[config.mk]
export PLATFORM = sky130hd
export DESIGN_NAME = flash_prog_seq
export DESIGN_NICKNAME = d
export VERILOG_FILES = /design/src/rtl/pgm_seq_pkg.sv /design/src/rtl/pgm_frame_shifter.sv /design/src/rtl/pgm_addr_track.sv /design/src/rtl/pgm_seq_ctrl.sv /design/src/rtl/flash_prog_seq.sv
export SDC_FILE = /design/constraint.sdc
export NUM_CORES = 1
export LEC_CHECK = 0
export CAP_MARGIN = 15
export CELL_PAD_IN_SITES_DETAIL_PLACEMENT = 1
export CELL_PAD_IN_SITES_GLOBAL_PLACEMENT = 1
export CORE_ASPECT_RATIO = 0.9
export CORE_MARGIN = 2
export CORE_UTILIZATION = 51
export DETAILED_ROUTE_END_ITERATION = 10
export DONT_BUFFER_PORTS = 1
export GPL_TIMING_DRIVEN = 0
export PLACE_DENSITY = 0.95
export SETUP_SLACK_MARGIN = 0.15
export SYNTH_ARGS = -nofsm -noshare
export SYNTH_HDL_FRONTEND = slang
export SYNTH_SLANG_ARGS = --single-unit
[constraint.sdc]
create_clock -name clk -period 9.3 [get_ports clk]
set_input_delay 1.86 -clock clk [delete_from_list [all_inputs] [get_ports clk]]
set_output_delay 1.86 -clock clk [all_outputs]
set_load 0.05 [all_outputs]
[src/rtl/pgm_seq_pkg.sv]
package pgm_seq_pkg;

    localparam int ADDR_W       = 22;
    localparam int CMD_W        = 4;
    localparam int PAYLOAD_W    = 16;
    localparam int FRAME_BITS   = CMD_W + PAYLOAD_W;
    localparam int HOLD_BIT_POS = 3;
    localparam int SETUP_FRAMES = 8;
    localparam int SETUP_IDX_W  = $clog2(SETUP_FRAMES);

    localparam logic [CMD_W-1:0] CMD_CORE      = 4'b0000;
    localparam logic [CMD_W-1:0] CMD_LOAD_INC  = 4'b1101;
    localparam logic [CMD_W-1:0] CMD_LOAD_PROG = 4'b1111;

    typedef struct packed {
        logic [CMD_W-1:0]     cmd;
        logic [PAYLOAD_W-1:0] payload;
    } frame_t;

    typedef enum logic [1:0] {
        SH_IDLE,
        SH_HIGH,
        SH_LOW
    } sh_state_t;

    typedef enum logic [2:0] {
        C_IDLE,
        C_SETUP,
        C_SETUP_WAIT,
        C_FETCH,
        C_DATA_WAIT,
        C_NOP,
        C_NOP_WAIT,
        C_DONE
    } ctl_state_t;

    typedef enum logic [1:0] {
        SEL_SETUP,
        SEL_DATA,
        SEL_NOP
    } fsel_t;

    // Core-instruction payload for setup step idx, pointing at addr.
    function automatic logic [PAYLOAD_W-1:0] setup_word(
        input logic [SETUP_IDX_W-1:0] idx,
        input logic [ADDR_W-1:0]      addr
    );
        logic [PAYLOAD_W-1:0] w;
        unique case (idx)
            3'd0:    w = 16'h8EA6;
            3'd1:    w = 16'h9CA6;
            3'd2:    w = {8'h0E, 2'b00, addr[21:16]};
            3'd3:    w = 16'h6EF8;
            3'd4:    w = {8'h0E, addr[15:8]};
            3'd5:    w = 16'h6EF7;
            3'd6:    w = {8'h0E, addr[7:0]};
            default: w = 16'h6EF6;
        endcase
        return w;
    endfunction

endpackage

[src/rtl/pgm_frame_shifter.sv]
module pgm_frame_shifter
    import pgm_seq_pkg::*;
#(
    parameter int PHASE_W = 8,
    parameter int TIME_W  = 20
) (
    input  logic               clk,
    input  logic               rst_n,
    input  logic               load,
    input  frame_t             frame_in,
    input  logic               hold_fourth,
    input  logic [PHASE_W-1:0] t_high,
    input  logic [PHASE_W-1:0] t_low,
    input  logic [TIME_W-1:0]  t_prog,
    input  logic [TIME_W-1:0]  t_disch,
    output logic               idle,
    output logic               frame_done,
    output logic               pgc,
    output logic               pgd,
    output logic               pgd_oe
);

    localparam int BIT_IDX_W = $clog2(FRAME_BITS);
    localparam logic [BIT_IDX_W-1:0] LAST_BIT = BIT_IDX_W'(FRAME_BITS - 1);
    localparam logic [BIT_IDX_W-1:0] HOLD_BIT = BIT_IDX_W'(HOLD_BIT_POS);

    sh_state_t              st, st_n;
    logic [FRAME_BITS-1:0]  sr;
    logic [BIT_IDX_W-1:0]   bit_idx;
    logic [BIT_IDX_W-1:0]   nxt_idx;
    logic [TIME_W-1:0]      cnt;
    logic                   long_q;
    logic [TIME_W-1:0]      hi_next;
    logic [TIME_W-1:0]      lo_now;
    logic                   cnt_zero;

    function automatic logic [TIME_W-1:0] span_m1(input logic [TIME_W-1:0] len);
        return (len == '0) ? '0 : len - 1'b1;
    endfunction

    assign nxt_idx  = bit_idx + 1'b1;
    assign cnt_zero = (cnt == '0);
    assign hi_next  = (long_q && nxt_idx == HOLD_BIT) ? t_prog  : TIME_W'(t_high);
    assign lo_now   = (long_q && bit_idx == HOLD_BIT) ? t_disch : TIME_W'(t_low);

    // Next-state logic
    always_comb begin
        st_n = st;
        unique case (st)
            SH_IDLE: if (load)     st_n = SH_HIGH;
            SH_HIGH: if (cnt_zero) st_n = SH_LOW;
            SH_LOW:  if (cnt_zero) st_n = (bit_idx == LAST_BIT) ? SH_IDLE : SH_HIGH;
            default: st_n = SH_IDLE;
        endcase
    end

    // State register
    always_ff @(posedge clk) begin
        if (!rst_n) st <= SH_IDLE;
        else        st <= st_n;
    end

    // Shift register, bit index and phase timer
    always_ff @(posedge clk) begin
        if (!rst_n) begin
            sr      <= '0;
            bit_idx <= '0;
            cnt     <= '0;
            long_q  <= 1'b0;
        end else begin
            unique case (st)
                SH_IDLE: begin
                    if (load) begin
                        sr      <= {frame_in.payload, frame_in.cmd};
                        bit_idx <= '0;
                        long_q  <= hold_fourth;
                        cnt     <= span_m1(TIME_W'(t_high));
                    end
                end
                SH_HIGH: begin
                    if (cnt_zero) cnt <= span_m1(lo_now);
                    else          cnt <= cnt - 1'b1;
                end
                SH_LOW: begin
                    if (cnt_zero) begin
                        if (bit_idx != LAST_BIT) begin
                            sr      <= sr >> 1;
                            bit_idx <= nxt_idx;
                            cnt     <= span_m1(hi_next);
                        end
                    end else begin
                        cnt <= cnt - 1'b1;
                    end
                end
                default: ;
            endcase
        end
    end

    // Outputs
    always_comb begin
        idle       = (st == SH_IDLE);
        pgc        = (st == SH_HIGH);
        pgd_oe     = (st != SH_IDLE);
        pgd        = pgd_oe & sr[0];
        frame_done = (st == SH_LOW) && cnt_zero && (bit_idx == LAST_BIT);
    end


    pgd_hold_chk: assert property (@(posedge clk) disable iff (!rst_n)
        (pgc && $past(pgc)) |-> $stable(pgd));


    oe_during_clk_chk: assert property (@(posedge clk) disable iff (!rst_n)
        pgc |-> pgd_oe);


    load_when_idle_chk: assert property (@(posedge clk) disable iff (!rst_n)
        load |-> idle);

endmodule

[src/rtl/pgm_addr_track.sv]
module pgm_addr_track
    import pgm_seq_pkg::*;
#(
    parameter int CNT_W     = 16,
    parameter int BUF_BYTES = 8
) (
    input  logic              clk,
    input  logic              rst_n,
    input  logic              init,
    input  logic [ADDR_W-1:0] init_addr,
    input  logic [CNT_W-1:0]  init_cnt,
    input  logic              step,
    output logic [ADDR_W-1:0] addr,
    output logic              region_end,
    output logic              final_word
);

    localparam int REGION_W = $clog2(BUF_BYTES);

    logic [CNT_W-1:0] remaining;

    always_ff @(posedge clk) begin
        if (!rst_n) begin
            addr      <= '0;
            remaining <= '0;
        end else if (init) begin
            addr      <= {init_addr[ADDR_W-1:1], 1'b0};
            remaining <= init_cnt;
        end else if (step) begin
            addr      <= addr + ADDR_W'(2);
            remaining <= remaining - 1'b1;
        end
    end

    assign region_end = &addr[REGION_W-1:1];
    assign final_word = (remaining == CNT_W'(1));


    step_nonzero_chk: assert property (@(posedge clk) disable iff (!rst_n)
        step |-> (remaining != '0));

endmodule

[src/rtl/pgm_seq_ctrl.sv]
module pgm_seq_ctrl
    import pgm_seq_pkg::*;
(
    input  logic                   clk,
    input  logic                   rst_n,
    input  logic                   start,
    input  logic                   cnt_zero,
    input  logic                   sh_idle,
    input  logic                   frame_done,
    input  logic                   region_end,
    input  logic                   final_word,
    input  logic                   wr_valid,
    output logic                   trk_init,
    output logic                   trk_step,
    output logic                   frame_load,
    output fsel_t                  frame_sel,
    output logic                   prog_frame,
    output logic [SETUP_IDX_W-1:0] setup_idx,
    output logic                   busy,
    output logic                   done,
    output logic                   wr_ready
);

    localparam logic [SETUP_IDX_W-1:0] SETUP_LAST = SETUP_IDX_W'(SETUP_FRAMES - 1);

    ctl_state_t st, st_n;
    logic       prog_q;
    logic       last_q;

    // Next-state logic
    always_comb begin
        st_n = st;
        unique case (st)
            C_IDLE:       if (start) st_n = cnt_zero ? C_DONE : C_SETUP;
            C_SETUP:      if (sh_idle) st_n = C_SETUP_WAIT;
            C_SETUP_WAIT: if (frame_done) st_n = (setup_idx == SETUP_LAST) ? C_FETCH : C_SETUP;
            C_FETCH:      if (wr_valid) st_n = C_DATA_WAIT;
            C_DATA_WAIT:  if (frame_done) st_n = prog_q ? C_NOP : C_FETCH;
            C_NOP:        if (sh_idle) st_n = C_NOP_WAIT;
            C_NOP_WAIT:   if (frame_done) st_n = last_q ? C_DONE : C_FETCH;
            C_DONE:       st_n = C_IDLE;
            default:      st_n = C_IDLE;
        endcase
    end

    // State register
    always_ff @(posedge clk) begin
        if (!rst_n) st <= C_IDLE;
        else        st <= st_n;
    end

    // Setup index and per-word flags
    always_ff @(posedge clk) begin
        if (!rst_n) begin
            setup_idx <= '0;
            prog_q    <= 1'b0;
            last_q    <= 1'b0;
        end else begin
            if (st == C_IDLE)
                setup_idx <= '0;
            else if (st == C_SETUP_WAIT && frame_done)
                setup_idx <= setup_idx + 1'b1;
            if (st == C_FETCH && wr_valid) begin
                prog_q <= region_end || final_word;
                last_q <= final_word;
            end
        end
    end

    // Outputs
    always_comb begin
        trk_init   = 1'b0;
        trk_step   = 1'b0;
        frame_load = 1'b0;
        frame_sel  = SEL_SETUP;
        prog_frame = region_end || final_word;
        busy       = 1'b1;
        done       = 1'b0;
        wr_ready   = 1'b0;
        unique case (st)
            C_IDLE: begin
                busy     = 1'b0;
                trk_init = start;
            end
            C_SETUP:      frame_load = sh_idle;
            C_SETUP_WAIT: ;
            C_FETCH: begin
                wr_ready   = 1'b1;
                frame_sel  = SEL_DATA;
                frame_load = wr_valid;
            end
            C_DATA_WAIT:  trk_step = frame_done;
            C_NOP: begin
                frame_sel  = SEL_NOP;
                frame_load = sh_idle;
            end
            C_NOP_WAIT:   ;
            C_DONE: begin
                busy = 1'b0;
                done = 1'b1;
            end
            default:      busy = 1'b0;
        endcase
    end


    done_pulse_chk: assert property (@(posedge clk) disable iff (!rst_n)
        done |=> !done);

endmodule

[src/rtl/flash_prog_seq.sv]
module flash_prog_seq
    import pgm_seq_pkg::*;
#(
    parameter int BUF_BYTES = 8,
    parameter int CNT_W     = 16,
    parameter int PHASE_W   = 8,
    parameter int TIME_W    = 20
) (
    input  logic               clk,
    input  logic               rst_n,
    input  logic               start,
    input  logic [21:0]        start_addr,
    input  logic [CNT_W-1:0]   word_count,
    input  logic [PHASE_W-1:0] cfg_clk_high,
    input  logic [PHASE_W-1:0] cfg_clk_low,
    input  logic [TIME_W-1:0]  cfg_prog_time,
    input  logic [TIME_W-1:0]  cfg_disch_time,
    input  logic [15:0]        wr_data,
    input  logic               wr_valid,
    output logic               wr_ready,
    output logic               busy,
    output logic               done,
    output logic               pgc,
    output logic               pgd_out,
    output logic               pgd_oe
);

    logic                   trk_init, trk_step;
    logic [ADDR_W-1:0]      trk_addr;
    logic                   region_end, final_word;
    logic                   frame_load, prog_frame;
    fsel_t                  frame_sel;
    logic [SETUP_IDX_W-1:0] setup_idx;
    logic                   sh_idle, frame_done;
    frame_t                 frame_mux;

    pgm_seq_ctrl u_ctrl (
        .clk        (clk),
        .rst_n      (rst_n),
        .start      (start),
        .cnt_zero   (word_count == '0),
        .sh_idle    (sh_idle),
        .frame_done (frame_done),
        .region_end (region_end),
        .final_word (final_word),
        .wr_valid   (wr_valid),
        .trk_init   (trk_init),
        .trk_step   (trk_step),
        .frame_load (frame_load),
        .frame_sel  (frame_sel),
        .prog_frame (prog_frame),
        .setup_idx  (setup_idx),
        .busy       (busy),
        .done       (done),
        .wr_ready   (wr_ready)
    );

    pgm_addr_track #(
        .CNT_W     (CNT_W),
        .BUF_BYTES (BUF_BYTES)
    ) u_track (
        .clk        (clk),
        .rst_n      (rst_n),
        .init       (trk_init),
        .init_addr  (start_addr),
        .init_cnt   (word_count),
        .step       (trk_step),
        .addr       (trk_addr),
        .region_end (region_end),
        .final_word (final_word)
    );

    // Frame content selection
    always_comb begin
        unique case (frame_sel)
            SEL_SETUP: begin
                frame_mux.cmd     = CMD_CORE;
                frame_mux.payload = setup_word(setup_idx, trk_addr);
            end
            SEL_DATA: begin
                frame_mux.cmd     = prog_frame ? CMD_LOAD_PROG : CMD_LOAD_INC;
                frame_mux.payload = wr_data;
            end
            default: begin
                frame_mux.cmd     = CMD_CORE;
                frame_mux.payload = '0;
            end
        endcase
    end

    pgm_frame_shifter #(
        .PHASE_W (PHASE_W),
        .TIME_W  (TIME_W)
    ) u_shift (
        .clk         (clk),
        .rst_n       (rst_n),
        .load        (frame_load),
        .frame_in    (frame_mux),
        .hold_fourth (frame_sel == SEL_NOP),
        .t_high      (cfg_clk_high),
        .t_low       (cfg_clk_low),
        .t_prog      (cfg_prog_time),
        .t_disch     (cfg_disch_time),
        .idle        (sh_idle),
        .frame_done  (frame_done),
        .pgc         (pgc),
        .pgd         (pgd_out),
        .pgd_oe      (pgd_oe)
    );


    stall_clock_low_chk: assert property (@(posedge clk) disable iff (!rst_n)
        wr_ready |-> !pgc);


    idle_no_clock_chk: assert property (@(posedge clk) disable iff (!rst_n)
        !busy |-> !pgc);

endmodule

==> results.sh, run 1 <==
export IMPL_status="finished clean"
export IMPL_gr_usage_met1_pct=52.7
export IMPL_power_switching_mw=1.01
export IMPL_fill_cells=1829
export IMPL_num_rows=41
export IMPL_clk_pin_slew_worst_paths_ns=0.07
export IMPL_top_usage_layer="met2"
export IMPL_criticalPathCategory="reg -> reg"
export IMPL_synth_top_flop_cell="dfxtp_1"
export IMPL_antenna_found_initial=0
export IMPL_hold_path_end="u_shift.sr[14]$_SDFFE_PN0P_"
export IMPL_ys_types=85
export IMPL_yosysWarnings=0
export IMPL_grtUsageMet2_pct=56.4
export IMPL_syn_cell_area_um2=7380
export IMPL_die_area_um2=15400
export IMPL_period_share_pct=49.2
export IMPL_clockRootBuffer="clkbuf_16"
export IMPL_multiInputGateArea_um2=5090
export IMPL_syn_area_per_cell_um2=7.36
export IMPL_fmax_mhz=218
export IMPL_syn_to_final_growth_pct=7.43
export IMPL_viasPerCell=7.12
export IMPL_setup_viol=0
export IMPL_r2r_cells=14
export IMPL_syn_nets=1139
export IMPL_dr_first_iter_drc_count=1102
export IMPL_initial_utilization_pct=52.5
export IMPL_placed_cells=1196
export IMPL_fin_crit_ns=4.58
export IMPL_p_per_area_nw_per_um2=267
export IMPL_met3_usage_pct=9.73
export IMPL_post_cts_setup_buffers=0
export IMPL_synth_seq_area_share_pct=25.2
export IMPL_dp_hpwl_um=21100
export IMPL_synthArstFlopShare_pct=0
export IMPL_fin_nets=1151
export IMPL_path_max_fanout=10
export IMPL_fin_worst_skew_ns=0.00587
export IMPL_syn_inst=1003
export IMPL_slew_viol_final=0
export IMPL_h_tree_depth=3
export IMPL_stdcell_count=1213
export IMPL_synth_edf_count=0
export IMPL_min_delay_start="u_shift.sr[15]$_SDFFE_PN0P_"
export IMPL_ys_ff_latch=93
export IMPL_antenna_cells=0
export IMPL_vdd_drop_max_mv=0.176
export IMPL_comb_power_share_pct=51.4
export IMPL_drive_above_1_share_pct=5.78
export IMPL_start_kind="register"
export IMPL_seqPwrFrac_pct=30.2
export IMPL_grt_pass1_wl_um=46200
export IMPL_worstMarginPinSlew_ns=0.973
export IMPL_grt_max_degree=16
export IMPL_p_int_mw=1.10
export IMPL_power_frac_clock_pct=18.4
export IMPL_wl_um=29200
export IMPL_clk_latency_ns=0.36
export IMPL_gr_total_overflow=0
export IMPL_final_hold_viol_count=0
export IMPL_hold_depth=2
export IMPL_cts_tree="yes"
export IMPL_fin_tns_setup_ns=0
export IMPL_core_area_um2=14100
export IMPL_drt_antenna_violating_nets=0
export IMPL_worstPathArrival_ns=4.79
export IMPL_io_pins=120
export IMPL_vias=8634
export IMPL_grt_pass1_vias=8481
export IMPL_maxSlewHeadroom_pct=34.5
export IMPL_cellLeakagePower_nw=2.74
export IMPL_wl_per_cell_um=24.1
export IMPL_rr_startpoint="u_shift.bit_idx[0]$_SDFFE_PN0P_"
export IMPL_cts_buffer_depth=2
export IMPL_swShare_pct=47.9
export IMPL_crit_path_end_kind="register"
export IMPL_reg2reg_slack_ns=4.72
export IMPL_io_buffers=0
export IMPL_gr_usage_all_layers_pct=37.5
export IMPL_cts_resized=0
export IMPL_place_gp_congestion=0.957
export IMPL_cap_violations=0
export IMPL_critPathRequiredTime_ns=9.51
export IMPL_cts_num_sinks=93
export IMPL_drt_pass1_iterations=6
export IMPL_die_w_um=131
export IMPL_numCtsBuffers=9
export IMPL_cts_hold_buffers=0
export IMPL_worstHoldPathType="reg -> reg"
export IMPL_post_route_drc_count=0
export IMPL_final_seq_area_um2=1860
export IMPL_rsz0062_at_grt="no"
export IMPL_die_h_um=118
export IMPL_rr_endpoint="u_shift.cnt[6]$_SDFFE_PN0P_"
[power by group through the flow]
stage,Clock (mW),Combinational [mW],Sequential (mW)
3_5_place_dp,0,1.02,0.637
5_1_grt,0.404,1.17,0.651
4_1_cts,0.389,1.05,0.633
3_3_place_gp,0,0.981,0.626
2_1_floorplan,0,0.771,0.598
6_report,0.390,1.09,0.639
[critical path: stages, from the launching register on]
cell	delay [ns]
dfxtp_1	0.36
ha_1	0.32
a21boi_0	0.16
a21oi_1	0.33
o21a_1	0.29
buf_1	0.44
buf_6	0.22
mux2i_1	0.20
ha_1	0.23
nor4b_1	0.29
nand2_1	0.12
nor3_1	0.40
nor4_1	0.12
a2111oi_0	0.73
o22ai_1	0.20
[cells in the final DEF (no fill, tap or decap), types with 6 or more instances in the layout]
master / n
nor2_1: 107
a21oi_1: 95
dfxtp_1: 93
nand2_1: 88
o21ai_0: 78
clkbuf_1: 43
nor3_1: 36
nand3_1: 34
xnor2_1: 26
nor4_1: 25
inv_1: 23
ha_1: 22
mux2i_1: 18
xor2_1: 18
and3_1: 17
a31oi_1: 17
a22oi_1: 16
a211oi_1: 15
o221ai_1: 13
or3_1: 12
o211ai_1: 12
a221oi_1: 12
nand2b_1: 11
a21boi_0: 10
buf_2: 9
clkbuf_16: 9
nor2b_1: 8
and2_1: 7
or4_1: 7
o21a_1: 6
o41ai_1: 6
a2bb2oi_1: 6
nor3b_1: 6
nand4_1: 6
[layout make-up]
type	count	share of cell area, %
sequential	93	23.5
multi-input combinational	820	64.2
clock inverter	5	0.742
timing repair buffer	1	0.0632
clock buffer	11	3.06
tap	193	3.05
buffer	67	4.33
inverter	23	1.09
[per-layer routing]
| metal | vias to the layer above | wire (um) | share of wire (%) |
|---|---|---|---|
| met5 | - | 0 | 0 |
| met2 | 508 | 13100 | 45 |
| met1 | 4228 | 12500 | 43 |
| met4 | 0 | 758 | 2.6 |
| li1 | 3797 | - | - |
| met3 | 101 | 2840 | 9.7 |
[logic make-up (layout without fill, tap and decap cells)]
group                    count (synthesis)  after routing  synth area share, %
AO/OA/AOI/OAI                          343            343                 30.4
XOR/XNOR                                44             44                 5.22
adder cells (fa/ha/maj)                 22             22                 3.73
buffers and inverters                   90            107                 5.82
flip-flops                              93             93                 25.2
multiplexers                            18             18                 2.44
AND/OR/NAND/NOR                        393            393                 27.2
[how the worst max path moves through the flow]
stage | from | slack, ns | to
4_1_cts | u_shift.bit_idx[0]$_SDFFE_PN0P_ | 4.86 | u_shift.cnt[6]$_SDFFE_PN0P_
3_5_place_dp | cfg_clk_high[4] | 4.81 | u_shift.cnt[6]$_SDFFE_PN0P_
5_1_grt | u_shift.bit_idx[0]$_SDFFE_PN0P_ | 4.50 | u_shift.cnt[6]$_SDFFE_PN0P_
6_report | u_shift.bit_idx[0]$_SDFFE_PN0P_ | 4.72 | u_shift.cnt[6]$_SDFFE_PN0P_
3_3_place_gp | cfg_clk_high[4] | 4.93 | u_shift.cnt[6]$_SDFFE_PN0P_
2_1_floorplan | cfg_disch_time[11] | 5.50 | u_shift.cnt[19]$_SDFFE_PN0P_
[per-stage QoR]
stage          total power, mW  hold WS, ns  worst slack [ns]  util (%)  instance area, um^2
2_1_floorplan             1.37        0.447              5.50         -                 7380
3_3_place_gp              1.61        0.462              4.93      54.2                 7620
3_5_place_dp              1.66        0.480              4.81      54.2                 7620
4_1_cts                   2.07        0.505              4.86      56.3                 7920
5_1_grt                   2.23        0.518              4.50      56.4                 7930
6_report                  2.12        0.495              4.72      56.4                 7930
[cells in the mapped netlist, types with 18 or more instances]
cell	n	area share (%)
xnor2_1	26	3.1
mux2i_1	18	2.4
o21ai_0	78	5.3
nor3_1	36	2.4
clkbuf_1	42	2.1
ha_1	22	3.7
a21oi_1	95	6.4
nand3_1	34	2.3
nand2_1	88	4.5
nor4_1	25	2.1
xor2_1	18	2.1
dfxtp_1	93	25
nor2_1	107	5.4
inv_1	23	1.2
[flip-flops by register name, indices dropped and copies added (netlist names)]
signal and cells:
u_ctrl.last_q 1, u_track.remaining 16, u_shift.cnt 20, u_shift.sr 20
u_shift.long_q 1, u_ctrl.st 3, u_shift.bit_idx 5, u_ctrl.prog_q 1
u_ctrl.setup_idx 3, u_track.addr 21, u_shift.st 2
(Power assumes the default switching activity.)
==> inputs of run 2 (changes only) <==
CORE_UTILIZATION = 43   (was 51)
PLACE_DENSITY = 0.89   (was 0.95)
clock period = 3.7 ns   (was 9.3 ns; I/O delays follow)
==> run 2 against run 1 <==
Net effect: final cell count up 2.1%; largest power group unchanged; clock power up 140%; maximum frequency up 32%; die area up 18%; hold slack worse by 0.0066 ns; register-to-register slack worse by 4.5 ns; global-route usage down 7.5 points; highest routed layer unchanged.
==> results.sh, run 2 (synthesis gave the netlist of run 1 again) <==
export IMPL_status="finished clean"
export IMPL_final_cell_mix="nor2_1 (107), a21oi_1 (94), dfxtp_1 (90)"
export IMPL_gr_total_overflow=0
export IMPL_crit_path_end_kind="register"
export IMPL_path_delay_family="compound AO/OA/AOI/OAI gates"
export IMPL_worstPathArrival_ns=3.73
export IMPL_fin_crit_ns=3.47
export IMPL_wl_met3_um=1860
export IMPL_core_area_um2=16800
export IMPL_wl_met2_um=12900
export IMPL_antenna_cells=0
export IMPL_cpPeakStageDelay_ns=0.37
export IMPL_critical_path_buf_inv_count=2
export IMPL_reg2reg_slack_ns=0.23
export IMPL_fin_nets=1159
export IMPL_criticalPathCategory="reg -> reg"
export IMPL_cellLeakagePower_nw=2.82
export IMPL_numCtsBuffers=9
export IMPL_drt_pass1_iterations=6
export IMPL_die_w_um=142
export IMPL_fmax_mhz=288
export IMPL_wl_met1_um=12100
export IMPL_cts_tree="yes"
export IMPL_critPathRequiredTime_ns=3.96
export IMPL_path_max_fanout=7
export IMPL_clk_latency_ns=0.37
export IMPL_worstHoldPathType="reg -> reg"
export IMPL_worstMarginPinSlew_ns=1.36
export IMPL_antenna_found_initial=0
export IMPL_die_area_um2=18200
export IMPL_grt_pass1_vias=8263
export IMPL_post_place_ws_ns=-1.01
export IMPL_die_h_um=128
export IMPL_initial_utilization_pct=43.8
export IMPL_wl_per_cell_um=22.3
export IMPL_slew_viol_final=0
export IMPL_fin_worst_skew_ns=0.00934
export IMPL_holdWs_ns=0.488
export IMPL_io_buffers=0
export IMPL_viasPerCell=6.71
export IMPL_regMostFlops="u_track.addr"
export IMPL_drt_antenna_violating_nets=0
export IMPL_mostFrequentLayoutCell="nor2_1"
export IMPL_dp_hpwl_um=20600
export IMPL_h_tree_depth=3
export IMPL_maxSlewHeadroom_pct=8.17
export IMPL_clk_pin_slew_worst_paths_ns=0.07
export IMPL_period_share_pct=93.8
export IMPL_cpMaxStageDelayCell="dfxtp_4"
export IMPL_gr_usage_all_layers_pct=30.0
export IMPL_clockRootBuffer="clkbuf_16"
export IMPL_cap_violations=0
export IMPL_rsz0062_at_grt="no"
export IMPL_num_rows=45
export IMPL_vdd_drop_max_mv=0.330
export IMPL_post_route_drc_count=0
export IMPL_setup_viol=0
export IMPL_layout_setup_ws_ns=0.229
export IMPL_place_gp_congestion=0.937
export IMPL_p_per_area_nw_per_um2=644
export IMPL_io_pins=120
export IMPL_wl_um=27700
export IMPL_cts_num_sinks=93
export IMPL_dr_first_iter_drc_count=567
export IMPL_syn_to_final_growth_pct=10.8
export IMPL_vias=8317
export IMPL_start_kind="register"
export IMPL_final_hold_viol_count=0
export IMPL_fill_cells=2118
export IMPL_drive_above_1_share_pct=8.85
export IMPL_cts_buffer_depth=2
export IMPL_stdcell_count=1239
export IMPL_grt_pass1_wl_um=43700
export IMPL_grt_max_degree=15
export IMPL_crit_path_cell_trace="ha_4 -> a21boi_2 -> a21oi_2 -> o21a_2 -> buf_6 -> buf_8 -> mux2i_1 -> ha_2 -> nor4b_4 -> nand2_2 -> or3_4 -> o211a_4 -> a221oi_4 -> o221ai_2 -> o211a_1"
export IMPL_highest_layer="met4"
export IMPL_placed_cells=1214
export IMPL_reg_top3="u_track.addr: 21 flops, u_shift.cnt: 20 flops, u_shift.sr: 20 flops"
export IMPL_largest_reg_flops=21
export IMPL_p_total_mw=5.27
-- run 2: timing repair --
item,CTS,global route
hold buffers,0,0
endpoints found under the setup margin,20,10
gates resized for setup,26,14
pin swaps,5,7
setup buffers,3,6
endpoints found under the hold margin,0,0
-- run 2: final cells by class --
| class | count | area [um^2] | area share, % |
|---|---|---|---|
| buffer | 67 | 355 | 4.35 |
| clock inverter | 4 | 48.8 | 0.597 |
| timing repair buffer | 9 | 67.6 | 0.827 |
| sequential | 93 | 1870 | 22.9 |
| tap | 211 | 264 | 3.23 |
| clock buffer | 12 | 236 | 2.89 |
| inverter | 23 | 86.3 | 1.06 |
| multi-input combinational | 820 | 5250 | 64.2 |
-- run 2: final timing paths --
path / startpoint / end / cells past startpoint
worst max register to register: u_shift.bit_idx[1]$_SDFFE_PN0P_ / u_shift.cnt[2]$_SDFFE_PN0P_ / 15
worst max-delay path: u_shift.bit_idx[1]$_SDFFE_PN0P_ / u_shift.cnt[2]$_SDFFE_PN0P_ / 15
worst min-delay path: u_shift.sr[16]$_SDFFE_PN0P_ / u_shift.sr[15]$_SDFFE_PN0P_ / 2
worst min register to register: u_shift.sr[16]$_SDFFE_PN0P_ / u_shift.sr[15]$_SDFFE_PN0P_ / 2
-- run 2: metrics by stage --
| stage | util (%) | TNS [ns] | cell area (um^2) |
|---|---|---|---|
| finish | 48.6 | 0 | 8170 |
| global route | 48.6 | 0 | 8170 |
| CTS | 47.9 | 0 | 8060 |
| detailed placement | 45.4 | -11.32 | 7640 |
| global placement | 45.4 | -8.99 | 7640 |
| floorplan | - | 0 | 7380 |
-- run 2: where the power goes --
| group | switching [mW] | internal (mW) |
|---|---|---|
| clock | 0.424 | 0.524 |
| combinational | 1.76 | 0.976 |
| sequential | 0.302 | 1.28 |
| total | 2.48 | 2.78 |
-- run 2: layer usage --
layer,GRT usage (%),up-vias
met5,0,-
met4,10.2,0
met3,6.57,66
met2,49.0,315
met1,39.3,4116
li1,-,3820
-- run 2: tightest hold or removal path: cells and delay by family, from the launching register on --
| kind | cells | cell delay (ns) |
|---|---|---|
| AOI/OAI and AO/OA | 1 | 0.07 |
| DFF | 1 | 0.31 |
| and+or+nand+nor | 1 | 0.05 |
==> inputs of run 3 (changes only) <==
CORE_UTILIZATION = 40   (was 43)
PLACE_DENSITY = 0.84   (was 0.89)
==> run 3 against run 2 <==
Net effect: design area rose by 0.95%; hold slack improved by 0.0024 ns; count of clock-buffer cells in the layout fell by 2; maximum frequency fell by 2.3%; non-clock buffer count rose by 3; register-to-register slack got worse by 0.08 ns; critical endpoint unchanged; critical path depth did not move; via count fell by 1.6%; die area rose by 7.3%; global-route usage fell by 2.9 points; final cell count rose by 3.0%.
==> results.sh, run 3 (synthesis gave the netlist of run 1 again) <==
export IMPL_status="finished clean"
export IMPL_largest_reg_flops=21
export IMPL_regMostFlops="u_track.addr"
export IMPL_fmax_mhz=282
export IMPL_final_hold_viol_count=0
export IMPL_dp_hpwl_um=20500
export IMPL_grt_pass1_vias=8159
export IMPL_die_h_um=133
export IMPL_worstHoldPathType="reg -> reg"
export IMPL_crit_path_end_kind="register"
export IMPL_clockRootBuffer="clkbuf_16"
export IMPL_drt_antenna_violating_nets=0
export IMPL_numCtsBuffers=9
export IMPL_rsz0062_at_grt="yes"
export IMPL_gr_total_overflow=0
export IMPL_initial_utilization_pct=40.5
export IMPL_worstPathArrival_ns=3.80
export IMPL_io_buffers=0
export IMPL_dr_first_iter_drc_count=881
export IMPL_gr_usage_all_layers_pct=27.1
export IMPL_period_share_pct=96.0
export IMPL_viasPerCell=6.42
export IMPL_grt_max_degree=17
export IMPL_io_pins=120
export IMPL_cap_violations=0
export IMPL_num_rows=47
export IMPL_drt_pass1_iterations=7
export IMPL_die_w_um=147
export IMPL_maxSlewHeadroom_pct=30.1
export IMPL_vias=8187
export IMPL_r2r_cells=15
export IMPL_die_area_um2=19500
export IMPL_post_place_ws_ns=-0.677
export IMPL_core_area_um2=18200
export IMPL_critPathRequiredTime_ns=3.94
export IMPL_post_route_drc_count=0
export IMPL_cts_num_sinks=93
export IMPL_worstMarginPinSlew_ns=1.04
export IMPL_reg_top3="u_track.addr: 21 flops, u_shift.cnt: 20 flops, u_shift.sr: 20 flops"
export IMPL_final_seq_area_um2=1870
export IMPL_fill_cells=2337
export IMPL_clk_pin_slew_worst_paths_ns=0.07
export IMPL_grt_pass1_wl_um=43000
export IMPL_path_max_fanout=7
export IMPL_cts_tree="yes"
export IMPL_layout_setup_ws_ns=0.149
export IMPL_stdcell_count=1276
export IMPL_hold_depth=2
export IMPL_clk_latency_ns=0.36
export IMPL_cts_hold_buffers=0
export IMPL_p_per_area_nw_per_um2=648
export IMPL_antenna_found_initial=0
export IMPL_syn_to_final_growth_pct=11.9
export IMPL_placed_cells=1248
export IMPL_vdd_drop_max_mv=0.312
export IMPL_wl_per_cell_um=21.5
export IMPL_drive_above_1_share_pct=9.21
export IMPL_setup_viol=0
export IMPL_cts_buffer_depth=2
export IMPL_mostFrequentLayoutCell="nor2_1"
export IMPL_cellLeakagePower_nw=2.84
export IMPL_h_tree_depth=3
export IMPL_fin_crit_ns=3.55
export IMPL_fin_worst_skew_ns=0.00914
export IMPL_fin_nets=1162
export IMPL_criticalPathCategory="reg -> reg"
export IMPL_place_gp_congestion=0.958
export IMPL_antenna_cells=0
export IMPL_slew_viol_final=0
export IMPL_fin_tns_setup_ns=0
export IMPL_multiInputGateArea_um2=5210
export IMPL_final_cell_mix="nor2_1 (107), a21oi_1 (94), dfxtp_1 (91)"
export IMPL_fin_util_pct=45.3
export IMPL_wl_um=27400
export IMPL_start_kind="register"
## run 3: cell types whose count changed in the layout (fill, tap and decap cells not counted), sizes merged
cell and delta:
inv +1, clkinvlp +1, bufinv +1, clkbuf -2, clkinv -1, buf +3
## run 3: critical path, cell delays in order (launching register included)
cell and delay (ns):
dfxtp_4 0.37, ha_4 0.18, a21boi_1 0.13, a21oi_2 0.23, o21a_1 0.18, buf_6 0.14, buf_8 0.11, mux2i_1 0.22
ha_2 0.22, nor4b_4 0.23, nand2_2 0.09, or3_4 0.36, o211a_4 0.30, a221oi_2 0.32, o221ai_2 0.16, o211a_1 0.18
## run 3: power by group
| part | switching [mW] | internal [mW] | leakage [nW] |
|---|---|---|---|
| clock | 0.437 | 0.616 | 0.159 |
| sequential | 0.305 | 1.28 | 0.764 |
| combinational | 1.74 | 0.966 | 1.92 |
| total | 2.48 | 2.87 | 2.84 |
## run 3: timing repair
| action | 4_1_cts | 5_1_grt |
|---|---|---|
| setup endpoints to repair | 20 | 18 |
| resized for setup | 20 | 15 |
| setup buffers | 3 | 9 |
| pin swaps | 1 | 10 |
## run 3: cell type report
cell class / instances / area share, %
Multi-Input combinational cell: 820 / 63.2
Timing Repair Buffer: 12 / 1.09
Tap cell: 245 / 3.71
Clock buffer: 10 / 2.90
Inverter: 23 / 1.05
Sequential cell: 93 / 22.6
Clock inverter: 6 / 1.14
Buffer: 67 / 4.31
## run 3: stage by stage
stage	total power [mW]	area [um^2]	hold WS (ns)
after floorplan	3.44	7380	0.447
after global placement	4.06	7680	0.460
after detailed placement	4.16	7680	0.473
after CTS	5.28	8120	0.489
after global routing	5.67	8250	0.513
final	5.35	8250	0.491
## run 3: worst paths after layout
check / slack (ns) / startpoint / to
max: 0.15 / u_shift.bit_idx[0]$_SDFFE_PN0P_ / u_shift.cnt[2]$_SDFFE_PN0P_
min reg2reg: 0.49 / u_ctrl.prog_q$_SDFFE_PN0P_ / u_ctrl.prog_q$_SDFFE_PN0P_
max reg2reg: 0.15 / u_shift.bit_idx[0]$_SDFFE_PN0P_ / u_shift.cnt[2]$_SDFFE_PN0P_
min: 0.49 / u_ctrl.prog_q$_SDFFE_PN0P_ / u_ctrl.prog_q$_SDFFE_PN0P_
## run 3: metal layers
layer	vias up	routed length [um]	part of all wire, %	track usage, %
met5	-	0	0	0
met3	52	1770	6.4	6.28
met2	292	12500	46	42.4
li1	3822	-	-	-
met4	0	725	2.6	9.35
met1	4021	12500	45	36.8
